`src/rtl/sar_seq_pkg.sv`:
```
package sar_seq_pkg;
  typedef enum logic [2:0] {
    ST_COARSE,
    ST_FINE,
    ST_TRACK,
    ST_CONV,
    ST_DONE
  } phase_e;
endpackage

```
`src/rtl/sar_rel_det.sv`:
```
module sar_rel_det (
  input  logic clk_i,
  input  logic rst_ni,
  input  logic cs_ni,
  input  logic rd_ni,
  input  logic addr_i,
  output logic rel_o
);
  logic rd_act, rd_q, indep;

  assign rd_act = !cs_ni && !rd_ni && !addr_i;
  assign indep  = !cs_ni && !rd_ni && addr_i;

  always_ff @(posedge clk_i or negedge rst_ni) begin
    if (!rst_ni) rd_q <= 1'b0;
    else         rd_q <= rd_act;
  end

  // independent select is level, read releases on strobe end
  assign rel_o = indep || (rd_q && !rd_act);
endmodule

```
`src/rtl/sar_phase_ctl.sv`:
```
module sar_phase_ctl
  import sar_seq_pkg::*;
#(
  parameter int MAX_BITS   = 16,
  parameter int PRE_CYC    = 16,
  parameter int SLOT_CYC   = 4,
  parameter int COARSE_CYC = 6,
  parameter int FINE_CYC   = 9,
  parameter int REL_CYC    = 4,
  localparam int CNT_W  = $clog2(PRE_CYC + SLOT_CYC * MAX_BITS + 1),
  localparam int NB_W   = $clog2(MAX_BITS + 1),
  localparam int BIDX_W = $clog2(MAX_BITS)
) (
  input  logic              clk_i,
  input  logic              rst_ni,
  input  logic              hold_ni,
  input  logic              loopback_i,
  input  logic [1:0]        res_sel_i,
  input  logic              rel_i,
  output logic              conv_go_o,
  output logic              slot_start_o,
  output logic              decide_o,
  output logic              last_o,
  output logic [BIDX_W-1:0] pos_o,
  output logic              eot_no,
  output logic              eoc_no
);
  phase_e           st_q;
  logic [CNT_W-1:0] cnt_q;
  logic [1:0]       ph_q;
  logic             hold_pend_q, rel_q;
  logic [NB_W-1:0]  nbits_q, nbits_sel;
  logic [CNT_W-1:0] conv_len, rel_off, slot_ph, slot_k;
  logic             in_bits, go;

  always_comb begin
    case (res_sel_i)
      2'd0:    nbits_sel = NB_W'(MAX_BITS - 4);
      2'd1:    nbits_sel = NB_W'(MAX_BITS - 2);
      default: nbits_sel = NB_W'(MAX_BITS);
    endcase
  end

  assign conv_len = CNT_W'(PRE_CYC) + CNT_W'(SLOT_CYC) * CNT_W'(nbits_q);
  assign in_bits  = (st_q == ST_CONV) && (cnt_q >= CNT_W'(PRE_CYC));
  assign rel_off  = cnt_q - CNT_W'(PRE_CYC);
  assign slot_ph  = rel_off % CNT_W'(SLOT_CYC);
  assign slot_k   = rel_off / CNT_W'(SLOT_CYC);

  // external hold is taken on divide-by-four phase 3
  assign go = loopback_i || ((hold_pend_q || !hold_ni) && (ph_q == 2'd3));

  assign conv_go_o    = (st_q == ST_TRACK) && go;
  assign slot_start_o = in_bits && (slot_ph == '0);
  assign decide_o     = in_bits && (slot_ph == CNT_W'(SLOT_CYC - 1));
  assign last_o       = (st_q == ST_CONV) && (cnt_q == conv_len - CNT_W'(1));
  assign pos_o        = BIDX_W'(CNT_W'(nbits_q) - CNT_W'(1) - slot_k);
  assign eot_no       = (st_q != ST_TRACK);
  assign eoc_no       = (st_q != ST_DONE);

  always_ff @(posedge clk_i or negedge rst_ni) begin
    if (!rst_ni) begin
      st_q        <= ST_COARSE;
      cnt_q       <= '0;
      ph_q        <= '0;
      hold_pend_q <= 1'b0;
      rel_q       <= 1'b0;
      nbits_q     <= NB_W'(MAX_BITS);
    end else begin
      ph_q <= ph_q + 2'd1;
      case (st_q)
        ST_COARSE: begin
          if (cnt_q == CNT_W'(COARSE_CYC - 1)) begin
            st_q  <= ST_FINE;
            cnt_q <= '0;
          end else cnt_q <= cnt_q + CNT_W'(1);
        end
        ST_FINE: begin
          if (cnt_q == CNT_W'(FINE_CYC - 1)) begin
            st_q        <= ST_TRACK;
            cnt_q       <= '0;
            hold_pend_q <= 1'b0;
          end else cnt_q <= cnt_q + CNT_W'(1);
        end
        ST_TRACK: begin
          if (!hold_ni) hold_pend_q <= 1'b1;
          if (go) begin
            st_q        <= ST_CONV;
            cnt_q       <= '0;
            nbits_q     <= nbits_sel;
            hold_pend_q <= 1'b0;
          end
        end
        ST_CONV: begin
          if (last_o) begin
            st_q  <= ST_DONE;
            cnt_q <= '0;
            rel_q <= 1'b0;
          end else cnt_q <= cnt_q + CNT_W'(1);
        end
        ST_DONE: begin
          if (rel_i || rel_q) begin
            rel_q <= 1'b1;
            if (cnt_q == CNT_W'(REL_CYC - 1)) begin
              st_q  <= ST_COARSE;
              cnt_q <= '0;
            end else cnt_q <= cnt_q + CNT_W'(1);
          end
        end
        default: begin
          st_q  <= ST_COARSE;
          cnt_q <= '0;
        end
      endcase
    end
  end
endmodule

```
`src/rtl/sar_bit_engine.sv`:
```
module sar_bit_engine #(
  parameter int MAX_BITS = 16,
  localparam int BIDX_W = $clog2(MAX_BITS)
) (
  input  logic                clk_i,
  input  logic                rst_ni,
  input  logic                conv_go_i,
  input  logic                slot_start_i,
  input  logic                decide_i,
  input  logic                last_i,
  input  logic [BIDX_W-1:0]   pos_i,
  input  logic                cmp_high_i,
  output logic                sclk_o,
  output logic                sdata_o,
  output logic [MAX_BITS-1:0] result_o
);
  logic [MAX_BITS-1:0] trial_q, trial_nxt;

  always_comb begin
    trial_nxt = trial_q;
    if (conv_go_i) trial_nxt = '0;
    else if (slot_start_i) trial_nxt[pos_i] = 1'b1;
    else if (decide_i && cmp_high_i) trial_nxt[pos_i] = 1'b0;
  end

  always_ff @(posedge clk_i or negedge rst_ni) begin
    if (!rst_ni) begin
      trial_q  <= '0;
      sclk_o   <= 1'b0;
      sdata_o  <= 1'b0;
      result_o <= '0;
    end else begin
      trial_q <= trial_nxt;
      sclk_o  <= decide_i;
      if (decide_i) sdata_o <= !cmp_high_i;
      if (last_i) result_o <= trial_nxt;
    end
  end
endmodule

```
`src/rtl/sar_seq_top.sv`:
```
module sar_seq_top #(
  parameter int MAX_BITS   = 16,
  parameter int PRE_CYC    = 16,
  parameter int SLOT_CYC   = 4,
  parameter int COARSE_CYC = 6,
  parameter int FINE_CYC   = 9,
  parameter int REL_CYC    = 4,
  localparam int BIDX_W = $clog2(MAX_BITS)
) (
  input  logic                clk_i,
  input  logic                rst_ni,
  input  logic                hold_ni,
  input  logic                loopback_i,
  input  logic [1:0]          res_sel_i,
  input  logic                cs_ni,
  input  logic                rd_ni,
  input  logic                addr_i,
  input  logic                cmp_high_i,
  output logic                eot_no,
  output logic                eoc_no,
  output logic                sclk_o,
  output logic                sdata_o,
  output logic [MAX_BITS-1:0] result_o
);
  logic              rel, conv_go, slot_start, decide, last;
  logic [BIDX_W-1:0] pos;

  sar_rel_det u_rel (
    .clk_i (clk_i),
    .rst_ni(rst_ni),
    .cs_ni (cs_ni),
    .rd_ni (rd_ni),
    .addr_i(addr_i),
    .rel_o (rel)
  );

  sar_phase_ctl #(
    .MAX_BITS  (MAX_BITS),
    .PRE_CYC   (PRE_CYC),
    .SLOT_CYC  (SLOT_CYC),
    .COARSE_CYC(COARSE_CYC),
    .FINE_CYC  (FINE_CYC),
    .REL_CYC   (REL_CYC)
  ) u_phase (
    .clk_i       (clk_i),
    .rst_ni      (rst_ni),
    .hold_ni     (hold_ni),
    .loopback_i  (loopback_i),
    .res_sel_i   (res_sel_i),
    .rel_i       (rel),
    .conv_go_o   (conv_go),
    .slot_start_o(slot_start),
    .decide_o    (decide),
    .last_o      (last),
    .pos_o       (pos),
    .eot_no      (eot_no),
    .eoc_no      (eoc_no)
  );

  sar_bit_engine #(
    .MAX_BITS(MAX_BITS)
  ) u_bits (
    .clk_i       (clk_i),
    .rst_ni      (rst_ni),
    .conv_go_i   (conv_go),
    .slot_start_i(slot_start),
    .decide_i    (decide),
    .last_i      (last),
    .pos_i       (pos),
    .cmp_high_i  (cmp_high_i),
    .sclk_o      (sclk_o),
    .sdata_o     (sdata_o),
    .result_o    (result_o)
  );
endmodule

```
`config.mk`:
```
export PLATFORM = sky130hd
export DESIGN_NAME = sar_seq_top
export DESIGN_NICKNAME = d
export VERILOG_FILES = /design/src/rtl/sar_seq_pkg.sv /design/src/rtl/sar_rel_det.sv /design/src/rtl/sar_phase_ctl.sv /design/src/rtl/sar_bit_engine.sv /design/src/rtl/sar_seq_top.sv
export SDC_FILE = /design/constraint.sdc
export NUM_CORES = 1
export LEC_CHECK = 0
export BUFFER_PORTS_ARGS = -buffer_cell sky130_fd_sc_hd__buf_2
export CORE_ASPECT_RATIO = 0.6
export CORE_MARGIN = 4
export CORE_UTILIZATION = 45
export CTS_CLUSTER_DIAMETER = 150
export DETAILED_ROUTE_END_ITERATION = 16
export SYNTH_ARGS = -nofsm -noshare
export SYNTH_HDL_FRONTEND = slang
export SYNTH_SLANG_ARGS = --single-unit
```
`constraint.sdc`:
```
create_clock -name clk_i -period 3.7 [get_ports clk_i]
set_clock_uncertainty 0.05 [all_clocks]
set_input_delay 0.185 -clock clk_i [delete_from_list [all_inputs] [get_ports clk_i]]
set_output_delay 0.185 -clock clk_i [all_outputs]
set_load 0.01 [all_outputs]
```
## Yosys cells after proc, flatten, opt, wreduce, memory -nomap -nowiden

Index checks and enable logic that the tools add are counted.

- Equal/unequal tests: 20
- Bitwise logic cells: 3
- Multiply operators: 0
- Mux-type cells: 27
- Shift operators: 0
- $lt $le $gt $ge: 3
- Divide/modulo/power cells: 0
- Reduce and logical (&&, ||, !) cells: 32
- $add $sub $neg: 7

Operators with widths:

| operator | number |
|---|---|
| 16-bit two-way mux | 3 |
| 7-bit two-way mux | 6 |
| 7-bit case mux with 5 select lines | 1 |
| 3-bit two-way mux | 6 |
| 16-bit AND | 1 |
| 16-bit NOT | 1 |
| 16-bit OR | 1 |
| 3-bit case mux with 5 select lines | 1 |
| 1-bit logical AND | 12 |
| 2-bit by 1-bit != test with 1-bit output (second input constant) | 5 |
| 5-bit case mux with 2 select lines | 1 |
| 5-bit by 7-bit adder with 7-bit output (first input constant) | 1 |
| 7-bit by 1-bit adder with 7-bit output (second input constant) | 1 |
| 7-bit by 2-bit == test with 1-bit output (second input constant) | 1 |
| 7-bit by 3-bit == test with 1-bit output (second input constant) | 1 |
| 7-bit by 4-bit == test with 1-bit output (second input constant) | 1 |
| 7-bit == test | 1 |
| 7-bit by 5-bit greater-or-equal comparator with 1-bit output (second input constant) | 1 |
| 7-bit logical NOT | 1 |
| 7-bit by 1-bit subtractor with 7-bit output (second input constant) | 1 |
| 3-bit by 2-bit == test with 1-bit output (second input constant) | 2 |
| 1-bit logical NOT | 6 |
| 1-bit two-way mux | 6 |
| 3-bit by 2-bit != test with 1-bit output (second input constant) | 2 |
| 21 further kinds | 29 |

- Word-level logic and storage cells: 103
- Latch bits: 0
- Memories kept: 0
- Output and inout bits: 20
- Bits in writable memories: 0
- Register bits: 54
- Memory bits (read-only): 0

## Logic depth before layout (Yosys ltp)

- Depth in word-level cells: 11
- Gate-level depth with buffers: 9
- Gate-level depth less buffers: 9

## Cells and area by module

From an unflattened synthesis, not the netlist that was laid out.

- Cells, all modules: 263
- Area total of the unflattened synthesis: 2,720.1 sq um

By module, submodules not included:

| module | cells an instance | area each (sq um) | times used |
|---|---|---|---|
| sar_bit_engine | 140 | 1,466.4 | 1 |
| sar_phase_ctl | 119 | 1,208.7 | 1 |
| sar_rel_det | 4 | 45.0 | 1 |

## Worst setup path after synthesis

No wires, ideal clock.

- Path kind: reg2reg
- From: register u_phase.cnt_q[3]
- To: register u_bits.result_o[6]
- Arrival time: 2.078 ns
- Setup slack: 1.447 ns
- Period minus slack after synthesis: 2.253 ns
- Path buffers: 0
- Cell stages (with the launch flop): 9
- Cell sequence: dfrtp_1 inv_1 ha_1 inv_1 fa_1 xnor3_1 or2_2 o21a_1 mux2_2

- Cells in the longest elaborated chain, start to end: 11

RTL lines:

| what | line | source |
|---|---|---|
| start: declaration | sar_phase_ctl.sv:29 | `logic [CNT_W-1:0] cnt_q;` |
| start signal: assignment | sar_phase_ctl.sv:76 | `end else cnt_q <= cnt_q + CNT_W'(1);` |
| start signal: assignment | sar_phase_ctl.sv:83 | `end else cnt_q <= cnt_q + CNT_W'(1);` |
| start signal: assignment | sar_phase_ctl.sv:99 | `end else cnt_q <= cnt_q + CNT_W'(1);` |
| 6-bit by 5-bit subtractor with 6-bit output | sar_phase_ctl.sv:46 | `assign rel_off = cnt_q - CNT_W'(PRE_CYC);` |
| 4-bit subtractor | sar_phase_ctl.sv:57 | `assign pos_o = BIDX_W'(CNT_W'(nbits_q) - CNT_W'(1) - slot_k);` |
| 4-bit by 5-bit less-than comparator with 1-bit output (implied by the code) or 4-bit by 1-bit greater-or-equal comparator with 1-bit output (tied branches) | sar_bit_engine.sv:22, sar_bit_engine.sv:23 |  |
| 1-bit logical AND (implied by the code) | sar_bit_engine.sv:22, sar_bit_engine.sv:23 |  |
| 1-bit two-way mux (implied by the code) | sar_bit_engine.sv:22, sar_bit_engine.sv:23 |  |
| 1-bit demux with 4-bit select | -- |  |
| 16-bit NOT (no line) | -- |  |
| 16-bit AND (no line) | -- |  |
| 16-bit two-way mux | sar_bit_engine.sv:23 | `else if (decide_i && cmp_high_i) trial_nxt[pos_i] = 1'b0;` |
| 16-bit two-way mux | sar_bit_engine.sv:22 | `else if (slot_start_i) trial_nxt[pos_i] = 1'b1;` |
| 16-bit two-way mux | sar_bit_engine.sv:21 | `if (conv_go_i) trial_nxt = '0;` |
| end signal: assignment | sar_bit_engine.sv:36 | `if (last_i) result_o <= trial_nxt;` |
| end: declaration | sar_bit_engine.sv:15 | `output logic [MAX_BITS-1:0] result_o` |

Parallel ways exist; a longest one is shown, timed or not.
A chain may end at the register's enable or synchronous reset.

## Final worst setup path

Same ends and word-level chain as after synthesis.

==> summary.md <==
| Metric | Value |
|---|---|
| Outcome | complete, no violations |
| Worst Reg2Reg Path Length in Cells | 8 |
| Drt total wl | 5.77 mm |
| Share of layout cells above drive strength 1 | 0.213 |
| Synth Instances | 246 |
| Num CTS Buffers | 5 |
| Met3 Use GR | 0.0439 |
| GR Util met2 | 0.240 |
| Final slew viol count | 0 |
| Number of global-route vias before repair | 1,841 |
| Max-slew headroom | 0.561 |
| Util after Layout | 0.542 |
| Synthesized Nets | 267 |
| Most common cell in the netlist | dfrtp_1 |
| Delay-heaviest family, CP | adder cells |
| Cells resized by post-CTS repair | 0 |
| Worst path most repeated cell | inv_1 |
| CP endpoint | u_bits.result_o[6] |
| WL per Instance | 15.9 um |
| Remaining Overflow, GRT | 0 |
| Cell taking the most area after synthesis | dfrtp_1 |
| Final nets | 303 |
| Core Area | 5620 um2 |
| Mean Syn Cell Area | 10.8 um2 |
| Die height | 67.4 um |
| Period utilisation layout | 0.647 |
| Crit-path max FO | 8 |
| MaxCap Viol Count | 0 |
| Fmax | 418 MHz |
| Area growth from synthesis to layout | 15.1% |
| Final Wtd Congestion | 0.861 |
| Top post-synthesis cells by count | dfrtp_1 (51), nor2_1 (21), a21oi_1 (20) |
| Reg2Reg Capture Point | u_bits.result_o[6] |
| Antenna fix cells | 0 |
| Final ANT Viol Nets | 0 |
| Main synth FF type | dfrtp_1 |
| Arrival time of the worst setup path | 2540 ps |
| First-pass GRT wire length | 9.98 mm |
| Power per cell area | 603 nW/um2 |
| Register-to-register setup slack | 1310 ps |
| Worst Setup End Kind | register |
| Final Hold Viols | 0 |
| H-tree depth | 2 |
| Share of the yosys chip area belonging to registers | 0.492 |
| Buf+Inv Stages, Crit Path | 2 |
| Tightest Pin Transition | 659 ps |
| Worst Setup Start Kind | register |
| Area contributors post-synth | dfrtp_1 (48%), ha_1 (4.7%), mux2_2 (4.7%) |
| Die ar. | 7220 um2 |
| Yosys warns | 0 |
| Slowest CP cell | dfrtp_1 |
| Sink Count | 52 |
| FP Rows | 21 |
| Avg Vias per Cell | 5.41 |
| Setup TNS | 0 ps |
| All-Layer GR Usage | 0.178 |
| Worst-Skew Late Latency | 300 ps |
| Drt first pass iters | 4 |
| # DRC | 0 |
| Launch point of the worst path | u_phase.cnt_q[3] |
| DP HPWL | 4.15 mm |
| Worst endpoint required time | 3850 ps |
| Setup Fix Bufs, Post-CTS | 0 |
| Busiest grt layer | met1 |
| Lkg Pwr | 1.45 nW |
| Die X | 107 um |
| Post-synth EDFFs | 0 |
| Initial antenna violation count | 0 |
| Dpl cells | 352 |
| Asr flop ratio synth | 1.00 |
| Stages on worst setup path | 8 |
| Initial DRC count | 104 |
| Starting density of the core | 0.471 |
| Clock Tree Buf Depth | 2 |
| Clock transition at the registers of the reported paths | 100 ps |
| Post-Syn Area | 2650 um2 |
| Post-synth cell types | 50 |
| Worst r2r src | u_phase.cnt_q[3] |
| Met1 GRT Util | 0.287 |
| Setup violators final | 0 |
| Port bufs | 29 |
| Largest net degree at the start of global routing | 53 |
| Unrepaired setup endpoints after global routing | false |
| Yosys reg bits | 52 |
| Yosys top cell area share | 0.482 |
| Maximum VDD drop | 0.237 mV |
| Delay of the slowest critical-path stage | 430 ps |
| Finished Layout Cells | 362 |
| Fin crit period | 2390 ps |
| Critical path cell sequence | inv_1, ha_1, inv_1, fa_1, xnor3_1, or2_2, o21a_1, mux2_2 |
| DR vias | 1,959 |
| TritonCTS clock tree | built |
| Crit path kind | register to register |
| Top Ports | 30 |
| Clock Root Buffer | clkbuf_8 |
| Hold WC Path Type | input pin to register |
[layer usage]
| metal | up-vias | share of wire | wire length [um] |
|---|---|---|---|
| li1 | 953 | - | - |
| met1 | 948 | 0.56 | 3250 |
| met2 | 54 | 0.38 | 2180 |
| met3 | 4 | 0.055 | 316 |
| met4 | 0 | 0.0043 | 25 |
| met5 | - | 0 | 0 |
[flip-flops by register name, summed over array words and instances (netlist names)]
name and cells:
u_bits.result_o 16, u_bits.sclk_o 1, u_bits.sdata_o 1, u_bits.trial_q 16, u_phase.cnt_q 7, u_phase.hold_pend_q 1
u_phase.nbits_q 3, u_phase.ph_q 2, u_phase.rel_q 1, u_phase.st_q 3, u_rel.rd_q 1
[cells in the final DEF (no fill, tap or decap), types with 10 or more instances in the layout]
master,synthesis,final
a21oi_1,20,20
buf_2,4,29
dfrtp_1,51,51
ha_1,10,10
inv_1,13,13
mux2_2,11,11
nand2_1,14,14
nor2_1,21,21
o21ai_0,19,19
[worst reg2reg max path, cell delays in order (launching register included)]
cell and delay (ps):
dfrtp_1 430, inv_1 110, ha_1 140, inv_1 50, fa_1 420, xnor3_1 270
or2_2 360, o21a_1 190, mux2_2 260
[worst min path at each step]
stage,start,endpoint,slack [ps],cells past startpoint
6_report,res_sel_i[1],u_phase.nbits_q[3],20,2
3_5_place_dp,rst_ni,u_bits.sclk_o,300,2
3_3_place_gp,rst_ni,u_bits.sclk_o,300,2
5_1_grt,res_sel_i[1],u_phase.nbits_q[3],10,2
2_1_floorplan,rst_ni,u_bits.result_o[0],-160,0
4_1_cts,res_sel_i[1],u_phase.nbits_q[3],20,2
[final cells by class]
| cell class | instances | area, um2 |
|---|---|---|
| Clock buffer | 5 | 68.8 |
| Clock inverter | 2 | 60.1 |
| Fill cell | 511 | 2580 |
| Inverter | 13 | 48.8 |
| Multi-Input combinational cell | 175 | 1270 |
| Sequential cell | 52 | 1300 |
| Tap cell | 80 | 100 |
| Timing Repair Buffer | 35 | 198 |
[per-stage QoR]
stage               power [mW]  area (um2)  hold slack, ps  setup slack, ps
finish                    1.84        3050            16.7             1310
global route              1.97        3050            13.1             1060
CTS                       1.84        3050            18.0             1300
detailed placement        1.39        2890             303             1310
global placement          1.37        2890             300             1380
floorplan                 1.20        2650            -161             1450
[power by group]
part | internal (mW) | switching, mW | leakage, nW
Sequential | 0.632 | 0.0857 | 0.668
Clock | 0.266 | 0.184 | 0.0642
Combinational | 0.263 | 0.406 | 0.719
Total | 1.16 | 0.676 | 1.45
[kinds of logic after synthesis]
logic type,Yosys count,synth area share
DFF,52,0.492
and+or+nand+nor,76,0.159
AOI/OAI and AO/OA,69,0.180
xor gates and xnor gates,4,0.0236
muxes,15,0.0619
buffers and inverters,19,0.0288
adders and majority gates,11,0.0548
[repair_timing]
action,in CTS,in global routing
endpoints found under the hold margin,52,0
hold buffers,3,0
endpoints found under the setup margin,0,0
Note: power is estimated with default switching activity, not from simulation.
